`src/rtl/bpl_fetch_seq.sv`:
```
module bpl_fetch_seq #(
  parameter int HPOS_W = 9,
  parameter int THRESH = 24
) (
  input  logic              clk,
  input  logic              rst_n,
  input  logic              line_start,
  input  logic [HPOS_W-1:0] hpos,
  input  logic [HPOS_W-1:0] win_start,
  input  logic [HPOS_W-1:0] win_stop,
  input  logic [2:0]        plane_sel,
  output logic              fetch_active,
  output logic [2:0]        fetch_planes,
  output logic [2:0]        disp_planes
);
  localparam logic [1:0] ST_IDLE  = 2'd0;
  localparam logic [1:0] ST_ARMED = 2'd1;
  localparam logic [1:0] ST_FETCH = 2'd2;
  localparam logic [1:0] ST_DONE  = 2'd3;
  localparam logic [HPOS_W-1:0] ARM_AT = HPOS_W'(THRESH - 1);

  logic [1:0] state, state_nx;
  logic       step;

  always_comb begin
    case (state)
      ST_IDLE:  step = (hpos == ARM_AT);
      ST_ARMED: step = (hpos == win_start);
      ST_FETCH: step = (hpos == win_stop);
      default:  step = line_start;
    endcase
  end

  assign state_nx = step ? state + 2'd1 : state;

  always_ff @(posedge clk or negedge rst_n) begin
    if (!rst_n) begin
      state        <= ST_IDLE;
      fetch_active <= 1'b0;
    end else begin
      state        <= state_nx;
      fetch_active <= (state == ST_FETCH) && (plane_sel != 3'd0);
    end
  end

  assign fetch_planes = (plane_sel == 3'd7) ? 3'd4 : plane_sel;
  assign disp_planes  = (plane_sel == 3'd7) ? 3'd6 : plane_sel;
endmodule

```
`config.mk`:
```
export PLATFORM = sky130hd
export DESIGN_NAME = bpl_fetch_seq
export DESIGN_NICKNAME = d
export VERILOG_FILES = /design/src/rtl/bpl_fetch_seq.sv
export SDC_FILE = /design/constraint.sdc
export NUM_CORES = 1
export LEC_CHECK = 0
export BUFFER_PORTS_ARGS = -buffer_cell sky130_fd_sc_hd__clkbuf_2
export CAP_MARGIN = 10
export CORE_AREA = 2 2 39 41
export DETAILED_ROUTE_END_ITERATION = 10
export DIE_AREA = 0 0 41 43
export PLACE_DENSITY = 0.71
export SLEW_MARGIN = 25
export SYNTH_ARGS = -nofsm -noshare
export SYNTH_HDL_FRONTEND = slang
export SYNTH_SLANG_ARGS = --single-unit
```
`constraint.sdc`:
```
create_clock -name clk -period 2.7 [get_ports clk]
set_clock_uncertainty 0.15 [all_clocks]
set_input_delay 0.54 -clock clk [delete_from_list [all_inputs] [get_ports clk]]
set_output_delay 0.54 -clock clk [all_outputs]
set_load 0.005 [all_outputs]
```
Word level (Yosys, flattened, before mapping)
Index checks and enable logic that the tools add are counted.

Register bits after elaboration: 3. Input port bits: 33. Output and inout bits: 7. Word-level logic and storage cells: 15.

Add/sub/neg operators: 1. Equal/unequal tests: 6. Mux-type cells: 3. Reduce and logical (&&, ||, !) cells: 3.

Operators by type and width (number): 9-bit == test (2); 9-bit by 5-bit == test with 1-bit output (second input constant) (1); 3-bit two-way mux (2); 3-bit == test (second input constant) (1); 1-bit one-hot mux with 3 select lines (1); 3-bit nonzero test (1); 2-bit by 1-bit adder with 2-bit output (second input constant) (1); 2-bit by 1-bit == test with 1-bit output (second input constant) (1); 2-bit == test (second input constant) (1); 2-bit zero test (1); 1-bit logical AND (1).

Longest topological paths before layout
Gate-level depths: netlist of the first run.

Word-level depth: 2. Depth in mapped cells: 9. Mapped depth without buffers: 8.

Least setup slack after synthesis of the first run
Ideal clock, no wire load.

Path type: flip-flop to flip-flop. Start point: register state[0]. End point: register state[1]. Library setup time: 0.079 ns. Arrival time: 1.987 ns. Required time: 2.471 ns. Slack: 0.484 ns. Stages on the path, launching flop included: 9. Path buffers: 1. Period minus slack after synthesis: 2.216 ns. Path through: dfrtp_1 inv_1 ha_1 buf_2 a221oi_1 xor2_1 nand4_1 o41ai_2 mux2i_1.

Word-level cells in the longest chain between the ends: 2. Elaborated cells on any way between the ends: 5. Those cells by class: 1 x add/sub; 2 x eq/ne; 1 x mux; 1 x reduce/logical.

Ends and longest elaborated chain: from (decl) (line 22) `logic [1:0] state, state_nx;`; from (signal assigned) (line 41) `state <= state_nx;`; 2-bit == test (tied with other cells) (line 26) `case (state)`; 1-bit one-hot mux with 3 select lines (line 26).

Parallel ways exist; a longest one is shown, timed or not. A chain may end at the register's enable or synchronous reset.

Final worst setup path of the first run
Ends and elaborated chain as after synthesis.

==> results of run 1 <==
[stage by stage]
stage | area, sq um | hold WS, ps | setup slack, ps | std cells
2_1_floorplan | 415 | 94.4 | 484 | 47
3_3_place_gp | 581 | 190 | 412 | 95
3_5_place_dp | 581 | 194 | 306 | 95
4_1_cts | 617 | 403 | 286 | 100
5_1_grt | 617 | 411 | 91.1 | 100
6_report | 617 | 407 | 308 | 100
[flip-flops by register name, indices dropped and copies added, names as in the netlist]
signal	count
fetch_active	1
state	2
[final cells by class]
class                      instances  area share (%)
clock buffer                       4            4.26
inverter                           2            1.22
multi-input combinational         35            45.8
sequential                         3            12.2
tap                               16            3.25
timing repair buffer              40            33.3
[power breakdown]
group	switching, mW	total [mW]	internal, mW
clock	0.0236	0.0790	0.0554
sequential	0.0140	0.0823	0.0683
combinational	0.215	0.394	0.179
total	0.253	0.555	0.302
[kinds of logic (layout without fill, tap and decap cells)]
family	count (synthesis)	in the layout	share of synthesized area, %
simple gates	8	8	8.43
buf+inv	9	46	13.9
flops	3	3	18.1
fa+ha+maj	3	3	9.04
xor+xnor	10	10	21.1
compound gates	13	13	27.1
mux	1	1	2.41
[worst max-delay path by stage]
stage,endpoint,slack [ps],cells past startpoint,startpoint
finish,state[1],310,7,state[0]
floorplan,state[1],480,8,state[0]
global route,state[1],90,7,state[0]
global placement,state[1],410,7,state[0]
CTS,state[1],290,7,state[0]
detailed placement,state[1],310,7,state[0]
[layer usage]
layer / wire length, microns / track usage (%)
met5: 0 / 0
met4: 0 / 6.00
met3: 108 / 5.76
met2: 536 / 22.2
met1: 392 / 14.0
[critical path: stages (launching register included)]
cell                       delay [ps]
sky130_fd_sc_hd__dfrtp_1          360
sky130_fd_sc_hd__inv_1             80
sky130_fd_sc_hd__ha_1             420
sky130_fd_sc_hd__a221oi_1         300
sky130_fd_sc_hd__xor2_1           200
sky130_fd_sc_hd__nand4_1          130
sky130_fd_sc_hd__o41ai_2          450
sky130_fd_sc_hd__mux2i_1          230
[cell usage in the layout, fill, tap and decap left out, drive strengths merged]
cell / instances
a21boi: 2
o41ai: 1
a22oi: 5
nor2: 5
o31a: 1
ha: 3
nand2: 1
xor2: 5
clkbuf: 43
nand4: 2
a221oi: 4
mux2i: 1
xnor2: 5
inv: 2
dfrtp: 3
dlygate4sd3: 1
==> impl_results.md, run 1 <==
* Pins over their slew limit at 0
* Post-synthesis register bit count at 3
* Die Y at roughly 43 microns
* Power density of the placed cells at 900 nW/um^2
* Via count at 485
* Overall power consumption at 0.555 mW
* Aggregate global routing overflow at 0
* Startpoint of the worst hold path: plane_sel[0]
* Antenna-violating nets left at 0
* Initial antenna violation count at 0
* Final routed wirelength across all metal layers at 1040 microns
* Number of H-tree levels at 1
* Maximum number of pins on one net before global-route repair at 11
* RSZ-0062 raised after global routing: false
* Vias/cell at 4.85
* CTS Buf Count at 3
* Number of cells on the worst hold path at 2
* Count of distinct cell types in the synthesized netlist at 18
* EDFF count, synth at 0
* Top cells by area, synth: sky130_fd_sc_hd__dfrtp_1, sky130_fd_sc_hd__xnor2_1, sky130_fd_sc_hd__xor2_1
* Critical Setup Path Class: reg -> reg
* Highest clock rate at around 420 MHz
* Worst max-slew margin expressed relative to the limit at between 70% and 80%
* Hold Path Class: in -> reg
* Number of fill cells at 140
* R2R depth at 7
* Main flop type after synthesis: sky130_fd_sc_hd__dfrtp_1
* Global-route wire length before repair at about 1600 microns
* Worst Tran Pin Value at 394 ps
* Detail-routed net length per standard cell at about 10 microns
* Iteration-0 DRC Markers at 4
* Clock Root Buffer: sky130_fd_sc_hd__clkbuf_4
* Total global routing track utilization at between 10% and 20%
* Number of sinks handled by clock tree synthesis at 3
* Number of max-capacitance violations reported at 0
* Clock tree from TritonCTS: done
* Diodes inserted at 0
* Seq/Total Area, Yosys at around 18%
* Overall die area at roughly 1800 sq um
* Category of the worst setup path capture point: flip-flop
* Clk Latency, worst-skew pair at roughly 230 ps
* # setup viols final at 0
* Post-Syn Instances at between 40 and 50
* Critical path launch point type: flip-flop
* Vias in the first global route at around 430
* Run status: complete, no violations
* Worst Path Max Fanout at 10
* Worst-case hold path end point: fetch_active
* Final standard cell utilization of the core at roughly 45%
* Storage cell area at 75.1 sq um
* Share of layout cells above drive strength 1 at approximately half
* Setup slack, reg-to-reg at between 300 and 400 ps
* P_leak at around 0.33 nW
* Number of port buffers at 39
* Worst-path clk slew at approximately 40 ps
* Leading cell types by count after synthesis: sky130_fd_sc_hd__a22oi_1, sky130_fd_sc_hd__nor2_1, sky130_fd_sc_hd__xnor2_1, sky130_fd_sc_hd__xor2_1, sky130_fd_sc_hd__a221oi_1
* Post-synthesis net count at 83
* GP Congestion at between 0.6 and 0.7
* Net total in the final layout at 121
* Async set or reset register ratio after synthesis at 100%
* Yosys warning total at 0
* FP Rows at 14
* Placeable Area at ~1400 sq um
* Placed wire-length estimate after detailed placement at just under 900 microns
* Post-Synthesis Mean Instance Area at approximately 8.8 sq um
* Maximum clock insertion buffer count at 2
* Crit path time final at 2390 ps
* Worst r2r dst: state[1]
* Share of the synthesized area in the top cell type at roughly 18%
* Number of detailed-route iterations in the first pass at 4
* Residual DRC count at 0
* Final total negative setup slack at 0 ps
* Post-CTS Setup Bufs at 0
* Layout area overhead at 48.5%
* Ports placed on the boundary at 40
* Post-route fraction of the period consumed by the critical path at between 80% and 90%
* Worst IR drop on VDD at between 0.4 and 0.5 mV
* Critical register-to-register path startpoint: state[0]
* Hold buffer count at cts at 1
* Required time of the worst setup path at ~2700 ps
* Dominant cell type by area after synthesis: sky130_fd_sc_hd__dfrtp_1
* Total area of multi-input combinational cells at 283 sq um
* Starting utilization of the core area at ~30%
* Final Hold Vio Count at 0
* Die width at 41 microns
* Crit path DAT at 2400 ps
* Count of instances resized after the clock tree is built at 0
* Synth Cell Area at between 400 and 500 sq um
No activity file was read; power rests on OpenSTA's default activity.
==> inputs of run 2 (changes only) <==
--- a/config.mk
+++ b/config.mk
@@ -5,12 +5,13 @@
 export SDC_FILE = /design/constraint.sdc
 export NUM_CORES = 1
 export LEC_CHECK = 0
+export ABC_AREA = 1
 export BUFFER_PORTS_ARGS = -buffer_cell sky130_fd_sc_hd__clkbuf_2
 export CAP_MARGIN = 10
-export CORE_AREA = 2 2 39 41
+export CORE_MARGIN = 1.5
+export CORE_UTILIZATION = 40
 export DETAILED_ROUTE_END_ITERATION = 10
-export DIE_AREA = 0 0 41 43
-export PLACE_DENSITY = 0.71
+export PLACE_DENSITY = 0.78
 export SLEW_MARGIN = 25
 export SYNTH_ARGS = -nofsm -noshare
 export SYNTH_HDL_FRONTEND = slang
==> run 2 against run 1 <==
- design area is 25% higher
- largest power group unchanged
- sequential share of layout area down 2.4 points
- synthesized cell count up 120%
==> impl_results.md, run 2 <==
* Most common cell after layout, fill and taps aside: sky130_fd_sc_hd__nand2_1
* Worst Path Max Fanout at 17 (+7)
* Dominant cell type by area after synthesis: sky130_fd_sc_hd__nand2_1
* Diodes inserted at 0 (unchanged)
* Run status: complete, no violations
* RSZ-0062 raised after global routing: false
* Vias/cell at 4.59 (-5.3%)
* Top cells by area, synth: sky130_fd_sc_hd__nand2_1, sky130_fd_sc_hd__dfrtp_1, sky130_fd_sc_hd__inv_1
* Largest register by flop count: state
* Clock Root Buffer: sky130_fd_sc_hd__clkbuf_4
* Setup slack, reg-to-reg at 740 ps (+430 ps)
* Regs by FF count: state: 2 flops, fetch_active: 1 flops
* Total global routing track utilization at 18.5% (+5.0 points)
* Power density of the placed cells at 288 nW/um^2 (-68%)
* Number of fill cells at 146 (+4.3%)
* Number of max-capacitance violations reported at 0 (unchanged)
* Number of detailed-route iterations in the first pass at 4 (unchanged)
* Starting utilization of the core area at 43.6% (+14 points)
* Worst max-slew margin expressed relative to the limit at 77.4% (+4.0 points)
* Highest clock rate at 509 MHz (+22%)
* Via count at 721 (+49%)
* Iteration-0 DRC Markers at 7 (+3)
* Required time of the worst setup path at 2660 ps (-40 ps)
* Placeable Area at 1320 sq um (-4.8%)
* Top library cells by usage in the layout, fill and taps aside: sky130_fd_sc_hd__nand2_1, sky130_fd_sc_hd__clkbuf_2, sky130_fd_sc_hd__inv_1, sky130_fd_sc_hd__nand3_1, sky130_fd_sc_hd__nor2_1
* Share of the synthesized area in the top cell type at 35.3% (+17 points)
* Overall die area at 1670 sq um (-5.2%)
* Number of sinks handled by clock tree synthesis at 3 (unchanged)
* Final total negative setup slack at 0 ps (unchanged)
* # setup viols final at 0 (unchanged)
* Maximum clock insertion buffer count at 2 (unchanged)
* Final routed wirelength across all metal layers at 1380 microns (+33%)
* Number of H-tree levels at 1 (unchanged)
* Number of cells on the worst hold path at 2 (unchanged)
* Worst Tran Pin Value at 338 ps (-55.3 ps)
* Cell Count Post-Placement at 152 (+60%)
* Final Hold Vio Count at 0 (unchanged)
* Count of instances resized after the clock tree is built at 0 (unchanged)
* Detail-routed net length per standard cell at 8.81 microns (-15%)
* Number of port buffers at 39 (unchanged)
* Hold Path Class: in -> reg
* Main flop type after synthesis: sky130_fd_sc_hd__dfrtp_1
* Vias in the first global route at 568 (+34%)
* Most instantiated library cell after synthesis: sky130_fd_sc_hd__nand2_1
* Worst-path clk slew at 40 ps (about the same)
* Crit path time final at 1960 ps (-427 ps)
* Clk Latency, worst-skew pair at 230 ps (about the same)
* Clock tree from TritonCTS: done
* Net total in the final layout at 179 (+48%)
* Count of distinct cell types in the synthesized netlist at 17 (-1)
* Post-Syn Instances at 105 (+120%)
* Crit path DAT at 1930 ps (-470 ps)
* Critical path launch point type: flip-flop
* CTS Buf Count at 3 (unchanged)
* Leading cell types by count after synthesis: sky130_fd_sc_hd__nand2_1, sky130_fd_sc_hd__inv_1, sky130_fd_sc_hd__nand3_1
* Global-route wire length before repair at 2090 microns (+28%)
* Final cell count without fillers at 157 (+57%)
* Yosys warning total at 0 (unchanged)
* Async set or reset register ratio after synthesis at 100% (unchanged)
* Post-synthesis register bit count at 3 (unchanged)
* Residual DRC count at 0 (unchanged)
* Antenna-violating nets left at 0 (unchanged)
* Placed wire-length estimate after detailed placement at 1170 microns (+32%)
* Ports placed on the boundary at 40 (unchanged)
* P_leak at 0.486 nW (+48%)
* GP Congestion at 0.814 (+19%)
* FP Rows at 13 (-1)
* Pins over their slew limit at 0 (unchanged)
* Critical Setup Path Class: reg -> reg
* Post-route fraction of the period consumed by the critical path at 72.8% (-16 points)
* Maximum number of pins on one net before global-route repair at 18 (+7)
* Largest register FFs at 2 (unchanged)
* Die width at 40.9 microns (-0.27%)
* Worst IR drop on VDD at 0.195 mV (-58%)
* Initial antenna violation count at 0 (unchanged)
* Layout area overhead at 33.8%
* Category of the worst setup path capture point: flip-flop
* Aggregate global routing overflow at 0 (unchanged)
* Synth Cell Area at 574 sq um (+38%)
* Die Y at 40.9 microns (-4.9%)
* Post-synthesis net count at 141 (+70%)
* Post-Synthesis Mean Instance Area at 5.47 sq um (-38%)
* Seq/Total Area, Yosys at 13.1% (-5.0 points)
* R2R depth at 12 (+5)
* EDFF count, synth at 0 (unchanged)
* Share of layout cells above drive strength 1 at 33.1% (-18 points)
[run 2: changes by cell type in the layout (fill, tap and decap cells not counted), moves of 3 or more]
cell and delta:
sky130_fd_sc_hd__nand2_1 +53, sky130_fd_sc_hd__inv_1 +9, sky130_fd_sc_hd__nand3_1 +8, sky130_fd_sc_hd__a22oi_1 -5, sky130_fd_sc_hd__xnor2_1 -5, sky130_fd_sc_hd__xor2_1 -5, sky130_fd_sc_hd__a221oi_1 -4, sky130_fd_sc_hd__nand3b_1 +3
sky130_fd_sc_hd__nor2_2 +3
[run 2: logic make-up after synthesis]
group / Yosys count / synth area share, %
AOI/OAI and AO/OA: 5 / 7.41
adders and majority gates: 3 / 6.54
DFF: 3 / 13.1
buffers and inverters: 19 / 17.6
and+or+nand+nor: 75 / 55.3
[run 2: final timing paths]
kind,startpoint,end
max in group asynchronous,rst_n,state[0]
setup reg to reg,state[0],state[0]
min in group asynchronous,rst_n,state[1]
setup / recovery,state[0],state[0]
hold reg to reg,state[1],state[1]
hold / removal,plane_sel[0],fetch_active
[run 2: area by class of cell]
cell class                      count  area (sq um)  area share, %
Clock buffer                        4          26.3           3.42
Tap cell                           15          18.8           2.44
Sequential cell                     3          75.1           9.77
Multi-Input combinational cell     83           398           51.8
Inverter                           12          45.0           5.86
Timing Repair Buffer               40           205           26.7
[run 2: metrics by stage]
| stage | hold WS, ps | utilization, % | instance area, sq um | power [mW] | setup WS, ps |
|---|---|---|---|---|---|
| after floorplan | 94.4 | - | 574 | 0.114 | 962 |
| after global placement | 187 | 55.6 | 732 | 0.141 | 778 |
| after detailed placement | 189 | 55.6 | 732 | 0.143 | 726 |
| after CTS | 428 | 58.3 | 768 | 0.222 | 717 |
| after global routing | 431 | 58.3 | 768 | 0.245 | 528 |
| final | 426 | 58.3 | 768 | 0.221 | 735 |
[run 2: report_power, final]
group | leakage [nW] | total [mW] | switching [mW] | internal, mW
clock | 0.0150 | 0.0780 | 0.0226 | 0.0553
sequential | 0.0415 | 0.0497 | 0.00225 | 0.0474
combinational | 0.429 | 0.0937 | 0.0523 | 0.0415
[run 2: timing repair]
action                                 CTS  global route
setup buffers                            0             0
endpoints found under the hold margin    3             0
hold buffers                             1             0
[run 2: critical path, cell delays in order, from the launching register on]
cell and delay (ps):
sky130_fd_sc_hd__dfrtp_1 380, sky130_fd_sc_hd__inv_1 80, sky130_fd_sc_hd__ha_1 310, sky130_fd_sc_hd__inv_2 220, sky130_fd_sc_hd__nand3_1 130, sky130_fd_sc_hd__nand2_1 70
sky130_fd_sc_hd__nand2_1 60, sky130_fd_sc_hd__nor2_2 90, sky130_fd_sc_hd__nand2_1 60, sky130_fd_sc_hd__nor2_1 80, sky130_fd_sc_hd__nand2_1 70, sky130_fd_sc_hd__nand3_1 70
sky130_fd_sc_hd__nand2_1 60
[run 2: layer usage]
metal	up-vias	global-route usage (%)	wire length [microns]
li1	400	-	-
met1	304	19.8	582
met2	15	35.9	739
met3	2	3.26	49
met4	0	5.00	12
met5	-	0	0
==> inputs of run 3 (changes only) <==
==> constraint.sdc (replaced) <==
create_clock -name clk -period 2 [get_ports clk]
set_clock_uncertainty 0.15 [all_clocks]
set_input_delay 0.4 -clock clk [delete_from_list [all_inputs] [get_ports clk]]
set_output_delay 0.4 -clock clk [all_outputs]
set_load 0.005 [all_outputs]
==> run 3 against run 2 <==
- critical path depth unchanged
- first-iteration DRC count unchanged
- combinational power up 52%
- die area unchanged
- sequential share of layout area down 0.46 points
- core utilization up 3.9 points
- sequential cell count unchanged
- via count up 2.5%
- critical endpoint unchanged
==> impl_results.md, run 3 (synthesis gave the netlist of run 2 again) <==
* Run status: complete, no violations
* Hold Path Class: in -> reg
* Post-placement cell area at 747 sq um (+2.1%)
* Detail-routed net length per standard cell at 8.35 microns (-5.2%)
* Required time of the worst setup path at 1970 ps (-690 ps)
* Worst IR drop on VDD at 0.211 mV (+8.4%)
* Crit path DAT at 1830 ps (-100 ps)
* Critical path origin: state[0]
* Post-route cell area at 820 sq um (+6.7%)
* Diodes inserted at 0 (unchanged)
* Worst Tran Pin Value at 257 ps (-81.7 ps)
* Via count at 739 (+2.5%)
* Die width at 40.9 microns (unchanged)
* Clock Root Buffer: sky130_fd_sc_hd__clkbuf_4
* Worst Path Max Fanout at 17 (unchanged)
* # setup viols final at 0 (unchanged)
* R2R depth at 12 (unchanged)
* Total global routing track utilization at 18.5% (+0.021 points)
* Final standard cell utilization of the core at 62.2% (+3.9 points)
* Number of cells on the worst hold path at 2 (unchanged)
* Number of fill cells at 122 (-16%)
* Cell repeated most along the worst path: sky130_fd_sc_hd__nand2_1
* Crit path time final at 1850 ps (-112 ps)
* Number of max-capacitance violations reported at 0 (unchanged)
* Standard cell with the maximum stage delay on the critical path: sky130_fd_sc_hd__dfrtp_2
* Iteration-0 DRC Markers at 7 (unchanged)
* Setup slack, reg-to-reg at 150 ps (-590 ps)
* Layout area overhead at 42.7%
* FP Rows at 13 (unchanged)
* Vias in the first global route at 606 (+6.7%)
* P_leak at 0.504 nW (+3.8%)
* Overall die area at 1670 sq um (unchanged)
* Worst max-slew margin expressed relative to the limit at 82.7% (+5.3 points)
* Starting utilization of the core area at 43.6% (unchanged)
* Number of detailed-route iterations in the first pass at 5 (+1)
* Final total negative setup slack at 0 ps (unchanged)
* Startpoint of the worst hold path: plane_sel[0]
* Net total in the final layout at 183 (+2.2%)
* Critical path launch point type: flip-flop
* Power density of the placed cells at 394 nW/um^2 (+37%)
* Number of port buffers at 39 (unchanged)
* Category of the worst setup path capture point: flip-flop
* Vias/cell at 4.59 (about the same)
* Most common cell after layout, fill and taps aside: sky130_fd_sc_hd__nand2_1
* Number of H-tree levels at 1 (unchanged)
* Initial antenna violation count at 0 (unchanged)
* Placeable Area at 1320 sq um (unchanged)
* Final cell count without fillers at 161 (+2.5%)
* Highest clock rate at 540 MHz (+6.1%)
* Critical register-to-register path startpoint: state[0]
* Clock tree from TritonCTS: done
* Aggregate global routing overflow at 0 (unchanged)
* Final Hold Vio Count at 0 (unchanged)
* CTS Buf Count at 3 (unchanged)
* Die Y at 40.9 microns (unchanged)
* Share of layout cells above drive strength 1 at 37.0% (+3.9 points)
* Pins over their slew limit at 0 (unchanged)
* GP Congestion at 0.842 (+3.4%)
* Ports placed on the boundary at 40 (unchanged)
* Biggest cell delay along the critical path at 410 ps (+30 ps)
* Largest register by flop count: state
* Global-route wire length before repair at 2100 microns (+0.67%)
* Maximum clock insertion buffer count at 2 (unchanged)
* Antenna-violating nets left at 0 (unchanged)
* Maximum number of pins on one net before global-route repair at 18 (unchanged)
* Placed wire-length estimate after detailed placement at 1130 microns (-3.8%)
* Regs by FF count: state: 2 flops, fetch_active: 1 flops
* Residual DRC count at 0 (unchanged)
* Worst-path clk slew at 40 ps (about the same)
* Cell Count Post-Placement at 154 (+1.3%)
* RSZ-0062 raised after global routing: false
* Worst r2r dst: state[0]
* Largest register FFs at 2 (unchanged)
* Final routed wirelength across all metal layers at 1340 microns (-2.8%)
* Clk Latency, worst-skew pair at 240 ps (about the same)
* Number of sinks handled by clock tree synthesis at 3 (unchanged)
* List of cells traversed by the critical path: inv_1 -> ha_2 -> clkinv_4 -> nand3_1 -> nand2_1 -> nand2_1 -> nor2_2 -> nand2_1 -> nor2_1 -> nand2_1 -> nand3_1 -> nand2_1
* Hold_ws at 277 ps (-149 ps)
* Post-route fraction of the period consumed by the critical path at 92.6% (+20 points)
* Top library cells by usage in the layout, fill and taps aside: sky130_fd_sc_hd__nand2_1, sky130_fd_sc_hd__clkbuf_2, sky130_fd_sc_hd__inv_1, sky130_fd_sc_hd__nand3_1
* Worst-case hold path end point: fetch_active
* Critical Setup Path Class: reg -> reg
[run 3: critical path: cells and delay by family (launching register included)]
family                   cells  cell delay [ps]
buffers and inverters        2              200
adder cells (fa/ha/maj)      1              300
flip-flops                   1              410
AND/OR/NAND/NOR              9              690
[run 3: per-layer routing]
| metal | up-vias | wire length, microns | track usage (%) |
|---|---|---|---|
| li1 | 405 | - | - |
| met2 | 18 | 682 | 37.1 |
| met4 | 0 | 20 | 7.50 |
| met5 | - | 0 | 0 |
| met3 | 3 | 50 | 0 |
| met1 | 313 | 590 | 19.9 |
[run 3: worst max-delay path by stage]
| stage | endpoint | slack, ps | depth (start not counted) |
|---|---|---|---|
| finish | state[0] | 150 | 12 |
| global route | state[1] | 7 | 14 |
| CTS | state[0] | 30 | 12 |
| detailed placement | state[1] | 50 | 11 |
| global placement | state[1] | 110 | 12 |
| floorplan | state[0] | 260 | 13 |
[run 3: timing repair]
item / 4_1_cts / 5_1_grt
endpoints found under the hold margin: 3 / 0
gates resized for setup: 0 / 6
hold buffers: 1 / 0
setup endpoints to repair: 0 / 2
buffers inserted: 0 / 2
[run 3: layout make-up]
cell class | count | area (sq um) | share of cell area (%)
flip-flops and latches | 3 | 76.3 | 9.31
multi-input cells | 83 | 413 | 50.4
repair buffers | 44 | 235 | 28.7
well taps | 15 | 18.8 | 2.29
inverters | 12 | 50.0 | 6.11
clock buffers | 4 | 26.3 | 3.21
[run 3: report_power, final]
| group | switching (mW) | total, mW | internal [mW] | leakage (nW) |
|---|---|---|---|---|
| logic | 0.0739 | 0.142 | 0.0676 | 0.449 |
| registers | 0.00279 | 0.0672 | 0.0644 | 0.0400 |
| clock network | 0.0386 | 0.114 | 0.0752 | 0.0150 |
[run 3: stage by stage]
stage / total power [mW] / setup WS [ps]
floorplan: 0.153 / 262
global placement: 0.190 / 115
detailed placement: 0.193 / 53.1
CTS: 0.309 / 34.8
global route: 0.349 / 7.42
finish: 0.323 / 148
